### config.mk
export PLATFORM = sky130hd
export DESIGN_NAME = ckpt_reg_ptr_file
export DESIGN_NICKNAME = d
export VERILOG_FILES = /design/src/rtl/ckpf_pkg.sv /design/src/rtl/ckpf_bank.sv /design/src/rtl/ckpf_flags.sv /design/src/rtl/ckpf_ptr.sv /design/src/rtl/ckpt_reg_ptr_file.sv
export SDC_FILE = /design/constraint.sdc
export NUM_CORES = 2
export LEC_CHECK = 0
export ABC_CLOCK_PERIOD_IN_PS = 6100
export BUFFER_PORTS_ARGS = -buffer_cell sky130_fd_sc_hd__buf_2
export CAP_MARGIN = 0
export CORE_AREA = 2 2 283 494
export CTS_CLUSTER_SIZE = 12
export DETAILED_ROUTE_END_ITERATION = 8
export DIE_AREA = 0 0 285 496
export PLACE_DENSITY_LB_ADDON = 0.12
export SLEW_MARGIN = 30
export SYNTH_ARGS = -nofsm -noshare
export SYNTH_HDL_FRONTEND = slang
export SYNTH_SLANG_ARGS = --single-unit
### constraint.sdc
create_clock -name clk -period 6.1 [get_ports clk]
set_input_delay 1.22 -clock clk [delete_from_list [all_inputs] [get_ports clk]]
set_output_delay 1.22 -clock clk [all_outputs]
set_load 0.01 [all_outputs]
### src/rtl/ckpf_pkg.sv
package ckpf_pkg;

   // kind of access presented on the write port
   typedef enum logic [1:0] {
      WK_NONE   = 2'd0,
      WK_ARCH   = 2'd1,
      WK_AHEAD  = 2'd2,
      WK_BEHIND = 2'd3
   } wr_kind_e;

   function automatic int idx_w(input int n);
      return (n <= 1) ? 1 : $clog2(n);
   endfunction

endpackage

### src/rtl/ckpf_bank.sv
module ckpf_bank #(
   parameter int NUM_REGS = 16,
   parameter int DATA_W   = 32,
   parameter int RW       = 4
) (
   input  logic              clk,
   input  logic              rst_n,
   input  logic              we,
   input  logic [RW-1:0]     wr_reg,
   input  logic [DATA_W-1:0] wr_data,
   input  logic [RW-1:0]     rd_reg,
   output logic [DATA_W-1:0] rd_word
);

   logic [DATA_W-1:0] mem_q [NUM_REGS];

   always_ff @(posedge clk or negedge rst_n) begin
      if (!rst_n) begin
         for (int i = 0; i < NUM_REGS; i++) mem_q[i] <= '0;
      end else if (we) begin
         mem_q[wr_reg] <= wr_data;
      end
   end

   assign rd_word = mem_q[rd_reg];

endmodule

### src/rtl/ckpf_flags.sv
module ckpf_flags #(
   parameter int NUM_REGS = 16,
   parameter int NUM_CKPT = 2,
   parameter int RW       = 4,
   parameter int CW       = 1
) (
   input  logic                               clk,
   input  logic                               rst_n,
   input  logic                               mark_en,
   input  logic                               na_load,
   input  logic                               na_val,
   input  logic [CW-1:0]                      wr_ckpt,
   input  logic [RW-1:0]                      wr_reg,
   input  logic                               commit_en,
   input  logic [CW-1:0]                      commit_ckpt,
   input  logic                               fail_en,
   input  logic [CW-1:0]                      fail_ckpt,
   input  logic                               merge_en,
   input  logic [CW-1:0]                      merge_ckpt,
   input  logic [NUM_REGS-1:0]                merge_na,
   output logic [NUM_CKPT-1:0][NUM_REGS-1:0]  na_q,
   output logic [NUM_REGS-1:0]                commit_mask
);

   logic [NUM_CKPT-1:0][NUM_REGS-1:0] wrb_q;
   logic [NUM_CKPT-1:0][NUM_REGS-1:0] wrb_seen;
   logic [NUM_CKPT-1:0][NUM_REGS-1:0] wrb_d;
   logic [NUM_CKPT-1:0][NUM_REGS-1:0] na_d;

   always_comb begin
      for (int c = 0; c < NUM_CKPT; c++) begin
         for (int j = 0; j < NUM_REGS; j++) begin
            logic hit;
            logic nn;
            hit = (wr_ckpt == CW'(c)) && (wr_reg == RW'(j));
            wrb_seen[c][j] = wrb_q[c][j] | (mark_en & hit);
            nn = (na_load && hit) ? na_val : na_q[c][j];
            if (merge_en && merge_ckpt == CW'(c)) nn = nn & merge_na[j];
            if ((commit_en && commit_ckpt == CW'(c)) || (fail_en && fail_ckpt == CW'(c))) begin
               na_d[c][j]  = 1'b0;
               wrb_d[c][j] = 1'b0;
            end else begin
               na_d[c][j]  = nn;
               wrb_d[c][j] = wrb_seen[c][j];
            end
         end
      end
   end

   // write-first view of the committing checkpoint's written bits
   assign commit_mask = wrb_seen[commit_ckpt];

   always_ff @(posedge clk or negedge rst_n) begin
      if (!rst_n) begin
         wrb_q <= '0;
         na_q  <= '0;
      end else begin
         wrb_q <= wrb_d;
         na_q  <= na_d;
      end
   end

   AST_COMMIT_CLEARS: assert property (@(posedge clk) disable iff (!rst_n)
      commit_en |=> (wrb_q[$past(commit_ckpt)] == '0) && (na_q[$past(commit_ckpt)] == '0));
   AST_FAIL_CLEARS: assert property (@(posedge clk) disable iff (!rst_n)
      fail_en |=> (wrb_q[$past(fail_ckpt)] == '0) && (na_q[$past(fail_ckpt)] == '0));
   AST_MERGE_AND: assert property (@(posedge clk) disable iff (!rst_n)
      (merge_en && !(commit_en && commit_ckpt == merge_ckpt) && !(fail_en && fail_ckpt == merge_ckpt))
      |=> ((na_q[$past(merge_ckpt)] & ~$past(merge_na)) == '0));

endmodule

### src/rtl/ckpf_ptr.sv
module ckpf_ptr #(
   parameter int NUM_REGS = 16,
   parameter int CW       = 1
) (
   input  logic                          clk,
   input  logic                          rst_n,
   input  logic                          commit_en,
   input  logic                          commit_kill,
   input  logic [CW-1:0]                 commit_ckpt,
   input  logic [NUM_REGS-1:0]           commit_mask,
   output logic [NUM_REGS-1:0][CW-1:0]   ptr_q
);

   genvar j;
   generate
      for (j = 0; j < NUM_REGS; j++) begin : g_ptr
         always_ff @(posedge clk or negedge rst_n) begin
            if (!rst_n) ptr_q[j] <= '0;
            else if (commit_en && !commit_kill && commit_mask[j]) ptr_q[j] <= commit_ckpt;
         end
      end
   endgenerate

   AST_PTR_HOLD: assert property (@(posedge clk) disable iff (!rst_n)
      !commit_en |=> $stable(ptr_q));
   AST_PTR_KILLED: assert property (@(posedge clk) disable iff (!rst_n)
      (commit_en && commit_kill) |=> $stable(ptr_q));

endmodule

### src/rtl/ckpt_reg_ptr_file.sv
module ckpt_reg_ptr_file
   import ckpf_pkg::*;
#(
   parameter int NUM_REGS = 16,
   parameter int DATA_W   = 32,
   parameter int NUM_CKPT = 2,
   localparam int RW      = idx_w(NUM_REGS),
   localparam int CW      = idx_w(NUM_CKPT),
   localparam int NA_W    = NUM_CKPT * NUM_REGS
) (
   input  logic              clk,
   input  logic              rst_n,
   input  logic              wr_en,
   input  logic              wr_spec,
   input  logic              wr_behind,
   input  logic [CW-1:0]     wr_ckpt,
   input  logic [RW-1:0]     wr_reg,
   input  logic              wr_na,
   input  logic [DATA_W-1:0] wr_data,
   input  logic              commit_en,
   input  logic [CW-1:0]     commit_ckpt,
   input  logic              fail_en,
   input  logic [CW-1:0]     fail_ckpt,
   input  logic              merge_en,
   input  logic [CW-1:0]     merge_ckpt,
   input  logic [NUM_REGS-1:0] merge_na,
   input  logic [RW-1:0]     rd_reg,
   output logic [DATA_W-1:0] rd_data,
   output logic [NA_W-1:0]   spec_na
);

   // elaboration-time parameter checks
   generate
      if (NUM_CKPT < 2) begin : g_bad_ckpt
         $error("NUM_CKPT must be at least 2");
      end
      if ((1 << CW) != NUM_CKPT) begin : g_bad_pow2
         $error("NUM_CKPT must be a power of two");
      end
      if ((1 << RW) != NUM_REGS) begin : g_bad_regs
         $error("NUM_REGS must be a power of two");
      end
      if (DATA_W < 1) begin : g_bad_width
         $error("DATA_W must be positive");
      end
   endgenerate

   wr_kind_e                          kind;
   logic [NUM_REGS-1:0][CW-1:0]       ptr_q;
   logic [NUM_CKPT-1:0][NUM_REGS-1:0] na_q;
   logic [NUM_REGS-1:0]               commit_mask;
   logic [CW-1:0]                     tgt_ckpt;
   logic                              na_cur;
   logic                              behind_ok;
   logic                              data_we;
   logic                              mark_en;
   logic                              commit_kill;
   logic [DATA_W-1:0]                 bank_rd [NUM_CKPT];
   logic [DATA_W-1:0]                 rd_q;

   always_comb begin
      if (!wr_en)        kind = WK_NONE;
      else if (!wr_spec) kind = WK_ARCH;
      else if (wr_behind) kind = WK_BEHIND;
      else               kind = WK_AHEAD;
   end

   assign na_cur      = na_q[wr_ckpt][wr_reg];
   assign behind_ok   = (kind == WK_BEHIND) && na_cur && !wr_na;
   assign tgt_ckpt    = (kind == WK_ARCH) ? ptr_q[wr_reg] : wr_ckpt;
   assign data_we     = (kind == WK_ARCH) || ((kind == WK_AHEAD) && !wr_na) || behind_ok;
   assign mark_en     = (kind == WK_AHEAD) || behind_ok;
   assign commit_kill = fail_en && (fail_ckpt == commit_ckpt);

   genvar c;
   generate
      for (c = 0; c < NUM_CKPT; c++) begin : g_copy
         ckpf_bank #(
            .NUM_REGS (NUM_REGS),
            .DATA_W   (DATA_W),
            .RW       (RW)
         ) u_bank (
            .clk     (clk),
            .rst_n   (rst_n),
            .we      (data_we && (tgt_ckpt == CW'(c))),
            .wr_reg  (wr_reg),
            .wr_data (wr_data),
            .rd_reg  (rd_reg),
            .rd_word (bank_rd[c])
         );
      end
   endgenerate

   ckpf_flags #(
      .NUM_REGS (NUM_REGS),
      .NUM_CKPT (NUM_CKPT),
      .RW       (RW),
      .CW       (CW)
   ) u_flags (
      .clk         (clk),
      .rst_n       (rst_n),
      .mark_en     (mark_en),
      .na_load     (kind == WK_AHEAD),
      .na_val      (wr_na),
      .wr_ckpt     (wr_ckpt),
      .wr_reg      (wr_reg),
      .commit_en   (commit_en),
      .commit_ckpt (commit_ckpt),
      .fail_en     (fail_en),
      .fail_ckpt   (fail_ckpt),
      .merge_en    (merge_en),
      .merge_ckpt  (merge_ckpt),
      .merge_na    (merge_na),
      .na_q        (na_q),
      .commit_mask (commit_mask)
   );

   ckpf_ptr #(
      .NUM_REGS (NUM_REGS),
      .CW       (CW)
   ) u_ptr (
      .clk         (clk),
      .rst_n       (rst_n),
      .commit_en   (commit_en),
      .commit_kill (commit_kill),
      .commit_ckpt (commit_ckpt),
      .commit_mask (commit_mask),
      .ptr_q       (ptr_q)
   );

   always_ff @(posedge clk or negedge rst_n) begin
      if (!rst_n) rd_q <= '0;
      else        rd_q <= bank_rd[ptr_q[rd_reg]];
   end

   assign rd_data = rd_q;
   assign spec_na = na_q;

   AST_ARCH_NO_FLAGS: assert property (@(posedge clk) disable iff (!rst_n)
      (kind == WK_ARCH && !commit_en && !fail_en && !merge_en) |=> $stable(spec_na));
   AST_BEHIND_KEEPS_NA: assert property (@(posedge clk) disable iff (!rst_n)
      (behind_ok && !commit_en && !fail_en && !merge_en)
      |=> spec_na[$past(wr_ckpt) * NUM_REGS + int'($past(wr_reg))]);
   AST_BEHIND_BLOCKED: assert property (@(posedge clk) disable iff (!rst_n)
      (kind == WK_BEHIND && !na_cur && !commit_en && !fail_en && !merge_en) |=> $stable(spec_na));

endmodule

**Yosys cells after proc, flatten, opt, wreduce, memory -nomap -nowiden**

Index checks and enable logic that the tools add are counted.

- Bits in registers: 1,136
- Bits in latches: 0
- RAM bits: 0
- Bits in read-only memories: 0
- Input port bits: 69
- Memories: 0

- Add/subtract/negate cells: 0
- Multiply operators: 0
- Div/mod/pow operators: 0
- Order comparisons: 8
- Eq/ne operators: 19
- Shift-type cells: 0
- Multiplexer cells: 155
- Bitwise logic cells: 104
- Reductions and logical operators: 102

Operators with widths:

| operator | count |
|---|---|
| $bwmux W512 | 2 |
| $bmux W32 S4 | 2 |
| $mux W32 | 8 |
| $mux W1 | 133 |
| $demux W32 S4 | 1 |
| $logic_and A1 B1 Y1 | 94 |
| $and A1 B1 Y1 | 64 |
| $mux W16 | 4 |
| $eq A4 B4 Y1 const B | 8 |
| $or A1 B1 Y1 | 32 |
| $eq A4 B3 Y1 const B | 4 |
| $bmux W1 S4 | 3 |
| $ge A5 B5 Y1 const B | 2 |
| $lt A4 B5 Y1 const B | 2 |
| $not A4 Y5 | 2 |
| $eq A4 B2 Y1 const B | 2 |
| $logic_or A1 B1 Y1 | 5 |
| $lt A5 B1 Y1 const B | 1 |
| $not A1 Y1 | 5 |
| $eq A2 B2 Y1 const B | 2 |
| $eq A4 B1 Y1 const B | 1 |
| $logic_not A4 Y1 | 1 |
| $lt A1 B2 Y1 const B | 2 |
| $mux W2 | 2 |
| 5 further kinds | 6 |

**Depth between registers and ports, before layout**

- Word-level depth: 12
- Depth in mapped cells: 10
- Mapped depth without buffers: 6

**By module**

Synthesis repeated with hierarchy kept, for this count alone.

- Cell total of the unflattened synthesis: 3,354
- Area total of the unflattened synthesis: 51,643.3 µm²

Modules (own cells, without submodules):

| module | times used | cells each | area each (µm²) | sequential area each (µm²) |
|---|---|---|---|---|
| ckpf_bank | 2 | 1,404 | 22,774.3 | 12,812.3 |
| ckpf_flags | 1 | 372 | 3,500.9 | 1,601.5 |
| ckpt_reg_ptr_file | 1 | 122 | 1,818.0 | 800.8 |
| ckpf_ptr | 1 | 52 | 775.7 | 400.4 |

**Worst setup path after synthesis**

No wires, ideal clock.

- Kind: input port to flip-flop
- Start: input port wr_reg[1]
- End: register g_copy[1].u_bank.mem_q[10] (netlist bit)
- Setup time: 0.128 ns
- Arrival: 3.835 ns
- Data required time: 5.972 ns
- Slack: 2.138 ns
- Cell stages on the path: 10
- Path buffers: 4
- Cells stage by stage: buf_2 -> buf_1 -> mux4_2 -> mux4_2 -> mux2_2 -> o211ai_4 -> buf_8 -> nor2_4 -> buf_6 -> mux2_1

- Word-level cells in the longest chain between the ends: 6
- Elaborated cells between the ends (all ways): 16
- Those cells by class: order compare (2); mux (8); bitwise (1); reduce/logical (5)

RTL lines:

| what | RTL line | RTL |
|---|---|---|
| start: declaration | ckpt_reg_ptr_file.sv:17 | `input logic [RW-1:0] wr_reg,` |
| $not A4 Y5 (implied by the code) / $bmux W1 S4 (equally long branches) | ckpf_bank.sv:21, ckpt_reg_ptr_file.sv:68 |  |
| $ge A5 B5 Y1 (implied by the code), or another cell as far along | ckpf_bank.sv:21 | `mem_q[wr_reg] <= wr_data;` |
| $logic_and A1 B1 Y1, on equally long branches | ckpf_bank.sv:21, ckpt_reg_ptr_file.sv:69 |  |
| $mux W32 (implied by the code) / $logic_and A1 B1 Y1 (equally long branches) | ckpf_bank.sv:21, ckpt_reg_ptr_file.sv:69 |  |
| $demux W32 S4 / $logic_or A1 B1 Y1 (equally long branches) | ckpf_bank.sv:21, ckpt_reg_ptr_file.sv:71 |  |
| $bwmux W512 / $logic_and A1 B1 Y1 (equally long branches) | ckpf_bank.sv:21, ckpt_reg_ptr_file.sv:85 |  |
| end signal: indexed assignment | ckpf_bank.sv:21 |  |
| end: declaration | ckpf_bank.sv:15 | `logic [DATA_W-1:0] mem_q [NUM_REGS];` |

Parallel ways exist; a longest one is shown, timed or not. The select of a mux whose other input is x is not followed.
A chain may end at the register's enable or synchronous reset.

**Final worst setup path**

- Start: input port wr_reg[0]
- End: register g_copy[0].u_bank.mem_q[283] (netlist bit)

- Word-level cells in the longest chain between the ends: 6
- Elaborated cells between the ends (all ways): 17
- Those cells by class: order compare (2); mux (8); bitwise (2); reduce/logical (5)

RTL lines:

| what | RTL line |
|---|---|
| $not A4 Y5 (implied by the code) / $bmux W1 S4 (equally long branches) | ckpf_bank.sv:21, ckpt_reg_ptr_file.sv:68 |
| $ge A5 B5 Y1 (implied by the code), or another cell as far along | ckpf_bank.sv:21 |
| $logic_and A1 B1 Y1, on equally long branches | ckpf_bank.sv:21, ckpt_reg_ptr_file.sv:69 |
| $mux W32 (implied by the code) / $logic_and A1 B1 Y1 (equally long branches) | ckpf_bank.sv:21, ckpt_reg_ptr_file.sv:69 |
| $demux W32 S4 / $logic_or A1 B1 Y1 (equally long branches) | ckpf_bank.sv:21, ckpt_reg_ptr_file.sv:71 |
| $bwmux W512 / $logic_and A1 B1 Y1 (equally long branches) | ckpf_bank.sv:21, ckpt_reg_ptr_file.sv:85 |
| end signal: indexed assignment | ckpf_bank.sv:21 |
| end: declaration | ckpf_bank.sv:15 |

Parallel ways exist; a longest one is shown, timed or not. The select of a mux whose other input is x is not followed.

==> metrics.md <==
| Metric | Value |
|---|---|
| CP arrival | `5.06 ns` |
| R2r setup slk | `2.26 ns` |
| Synth area leader | `dfrtp_1` |
| Commonest cells after routing, fill and taps aside | `dfrtp_1, mux2_1, mux2_2` |
| IO Pins | `133` |
| Final core occ | `42.3%` |
| Average cell area after synthesis | `15.9 um2` |
| Comb power frac | `14.2%` |
| Core Area | `137000 um2` |
| First-pass GRT wire length | `219 mm` |
| Area occupied by multi-input gates | `22000 um2` |
| Worst-Margin Slew | `0.931 ns` |
| Final TNS setup | `0 ns` |
| Cts bufs inserted | `113` |
| Placed inst area | `54500 um2` |
| GRT Total Usage | `20.8%` |
| Routed Antenna Nets | `0` |
| Synthesis-to-finish area growth | `12.0%` |
| Mapped Nets | `3337` |
| Port buffer count | `132` |
| Register area share after synthesis | `54.8%` |
| Max FO, Critical Path | `22` |
| Unique masters post-synth | `33` |
| Internal | `13.9 mW` |
| Layout fillers | `12.3k` |
| Max_cap viols | `0` |
| CP Capture Type | `flip-flop` |
| RSZ-0062 raised after global routing | `false` |
| Synthesized area | `51800 um2` |
| Design area | `58000 um2` |
| Hpwl dp | `91.4 mm` |
| TritonCTS sink count | `1136` |
| Die X | `285 um` |
| Reg-to-reg startpoint | `u_ptr.ptr_q[14]` |
| Slew margin rel. | `37.8%` |
| Synth Instances | `3268` |
| Final hold violations | `0` |
| Routability cong. | `0.773` |
| Post-Place Cells | `4995` |
| Layout cells sized above 1 | `36.7%` |
| Post-CTS setup buffer count | `0` |
| Lkg Pwr | `26.4 nW` |
| DRC | `0` |
| Pwr Density | `319 nW/um2` |
| Initial DRT Pass Iterations | `5` |
| Top cells by area, synth | `dfrtp_1, mux4_2, mux2_1, mux2_2, mux2_4` |
| Worst-path clk slew | `0.06 ns` |
| CTS tree | `built` |
| Worst skew pair latency | `0.72 ns` |
| Pre-CTS WS | `0.920 ns` |
| Vias in the first global route | `32.6k` |
| H-Tree Depth | `3` |
| Final nets | `3360` |
| CP startpoint kind | `input pin` |
| Starting Density | `37.7%` |
| Worst R2R End | `g_copy[0].u_bank.mem_q[283]` |
| Deepest clock path buffer count | `3` |
| Clk root buf | `clkbuf_16` |
| Worst Hold Class | `flip-flop to flip-flop` |
| Die area | `141000 um2` |
| Final slew viol count | `0` |
| VDD IR max | `0.202 mV` |
| Routed wire per std cell | `27.9 um` |
| Iter 0 DRT Violations | `1702` |
| Clk_skew | `0.0245 ns` |
| Outcome | `finished clean` |
| # rows | `180` |
| Reg2reg path depth | `8` |
| Grt ovf | `0` |
| Reg power frac | `49.5%` |
| Hold_ws | `0.477 ns` |
| Via count | `28.6k` |
| Register area | `28400 um2` |
| Source of the critical timing path | `wr_reg[0]` |
| Non-Filler Instances | `5181` |
| Critical path type | `input pin to flip-flop` |
| Cts hold-fix bufs | `0` |
| Total power | `18.5 mW` |
| CP Data Required Time | `6.70 ns` |
| Initial antenna violation count | `10` |
| Final Setup Violations | `0` |
| Commonest non-fill, non-tap cell in the layout | `dfrtp_1` |
| Final Cycle Share | `73.0%` |
| Largest net degree at the start of global routing | `152` |
| Part of the power in the clock network | `36.3%` |
| Final worst slack | `1.64 ns` |
| CP endpoint | `g_copy[0].u_bank.mem_q[283]` |
| Synthesized flop and latch total | `1136` |
| Die span in y | `496 um` |
| Switch share | `25.0%` |
| Vias per cell | `5.53` |
| Switching Power | `4.63 mW` |
| Total wire length | `144 mm` |
| Crit path time final | `4.46 ns` |
| Post-CTS Resized | `0` |
| Synth top area share | `54.8%` |
| Fmax achieved | `0.224 GHz` |
| Synth warn | `0` |
## power groups by stage
stage | clock network [mW] | logic [mW] | registers [mW]
finish | 6.73 | 2.63 | 9.18
detailed placement | 0 | 2.70 | 9.32
global placement | 0 | 2.60 | 9.21
global route | 7.26 | 2.87 | 9.30
CTS | 6.96 | 2.70 | 9.18
floorplan | 0 | 1.89 | 9.12
## cells by family after synthesis
kind of cell / count (synthesis) / synth area share, %
AOI/OAI and AO/OA: 119 / 1.58
buffers and inverters: 311 / 3.02
DFF: 1136 / 54.8
muxes: 1431 / 38.2
and+or+nand+nor: 271 / 2.40
## flip-flops by register name, indices dropped and copies added (netlist names)
name / flops
u_flags.wrb_q: 32
u_ptr.ptr_q: 16
g_copy.u_bank.mem_q: 1024
rd_data: 32
u_flags.na_q: 32
## worst min path at each step
| stage | from | cells past startpoint | end | slack, ns |
|---|---|---|---|---|
| 2_1_floorplan | u_flags.wrb_q[27] | 2 | u_flags.wrb_q[27] | 0.45 |
| 3_3_place_gp | g_copy[0].u_bank.mem_q[419] | 1 | g_copy[0].u_bank.mem_q[419] | 0.46 |
| 3_5_place_dp | g_copy[1].u_bank.mem_q[188] | 1 | g_copy[1].u_bank.mem_q[188] | 0.47 |
| 4_1_cts | g_copy[1].u_bank.mem_q[188] | 1 | g_copy[1].u_bank.mem_q[188] | 0.48 |
| 5_1_grt | g_copy[1].u_bank.mem_q[189] | 1 | g_copy[1].u_bank.mem_q[189] | 0.49 |
| 6_report | g_copy[1].u_bank.mem_q[275] | 1 | g_copy[1].u_bank.mem_q[275] | 0.48 |
## layer usage
layer	part of all wire [%]	wire length [um]	up-vias	GRT usage, %
met5	0.038	55	-	0
met4	2.8	4110	8	6.46
met3	3.1	4510	229	2.58
met2	55	79800	522	39.5
met1	39	55900	15800	24.3
li1	-	-	12100	-
## critical path, stage by stage
cell      delay [ns]
buf_2           0.41
mux4_2          0.60
mux4_2          0.51
mux2i_1         0.27
o211ai_4        0.27
buf_4           0.32
nor2_4          0.72
buf_4           0.36
mux2_2          0.36
## final cells by class
class / count / area share [%]
multi-input cells: 1821 / 37.9
clock inverters: 16 / 0.306
diodes: 3 / 0.0129
well taps: 1820 / 3.92
clock buffers: 166 / 5.70
flip-flops and latches: 1136 / 49.0
repair buffers: 219 / 3.17
## cells in the mapped netlist, drive strengths merged
master  number
nor3        53
a21boi       1
a21oi       33
buf        114
nand2       80
nand2b       8
mux2i       97
o311ai       1
nor2b        7
a22oi       32
o22ai       15
nand3b       1
nand3        8
nor2       111
a21o         2
o21ai        1
and2         1
mux2      1026
o211ai       2
nand4        1
clkbuf     197
mux4       308
nor4         1
dfrtp     1136
o21a        32
(Power assumes the default switching activity.)
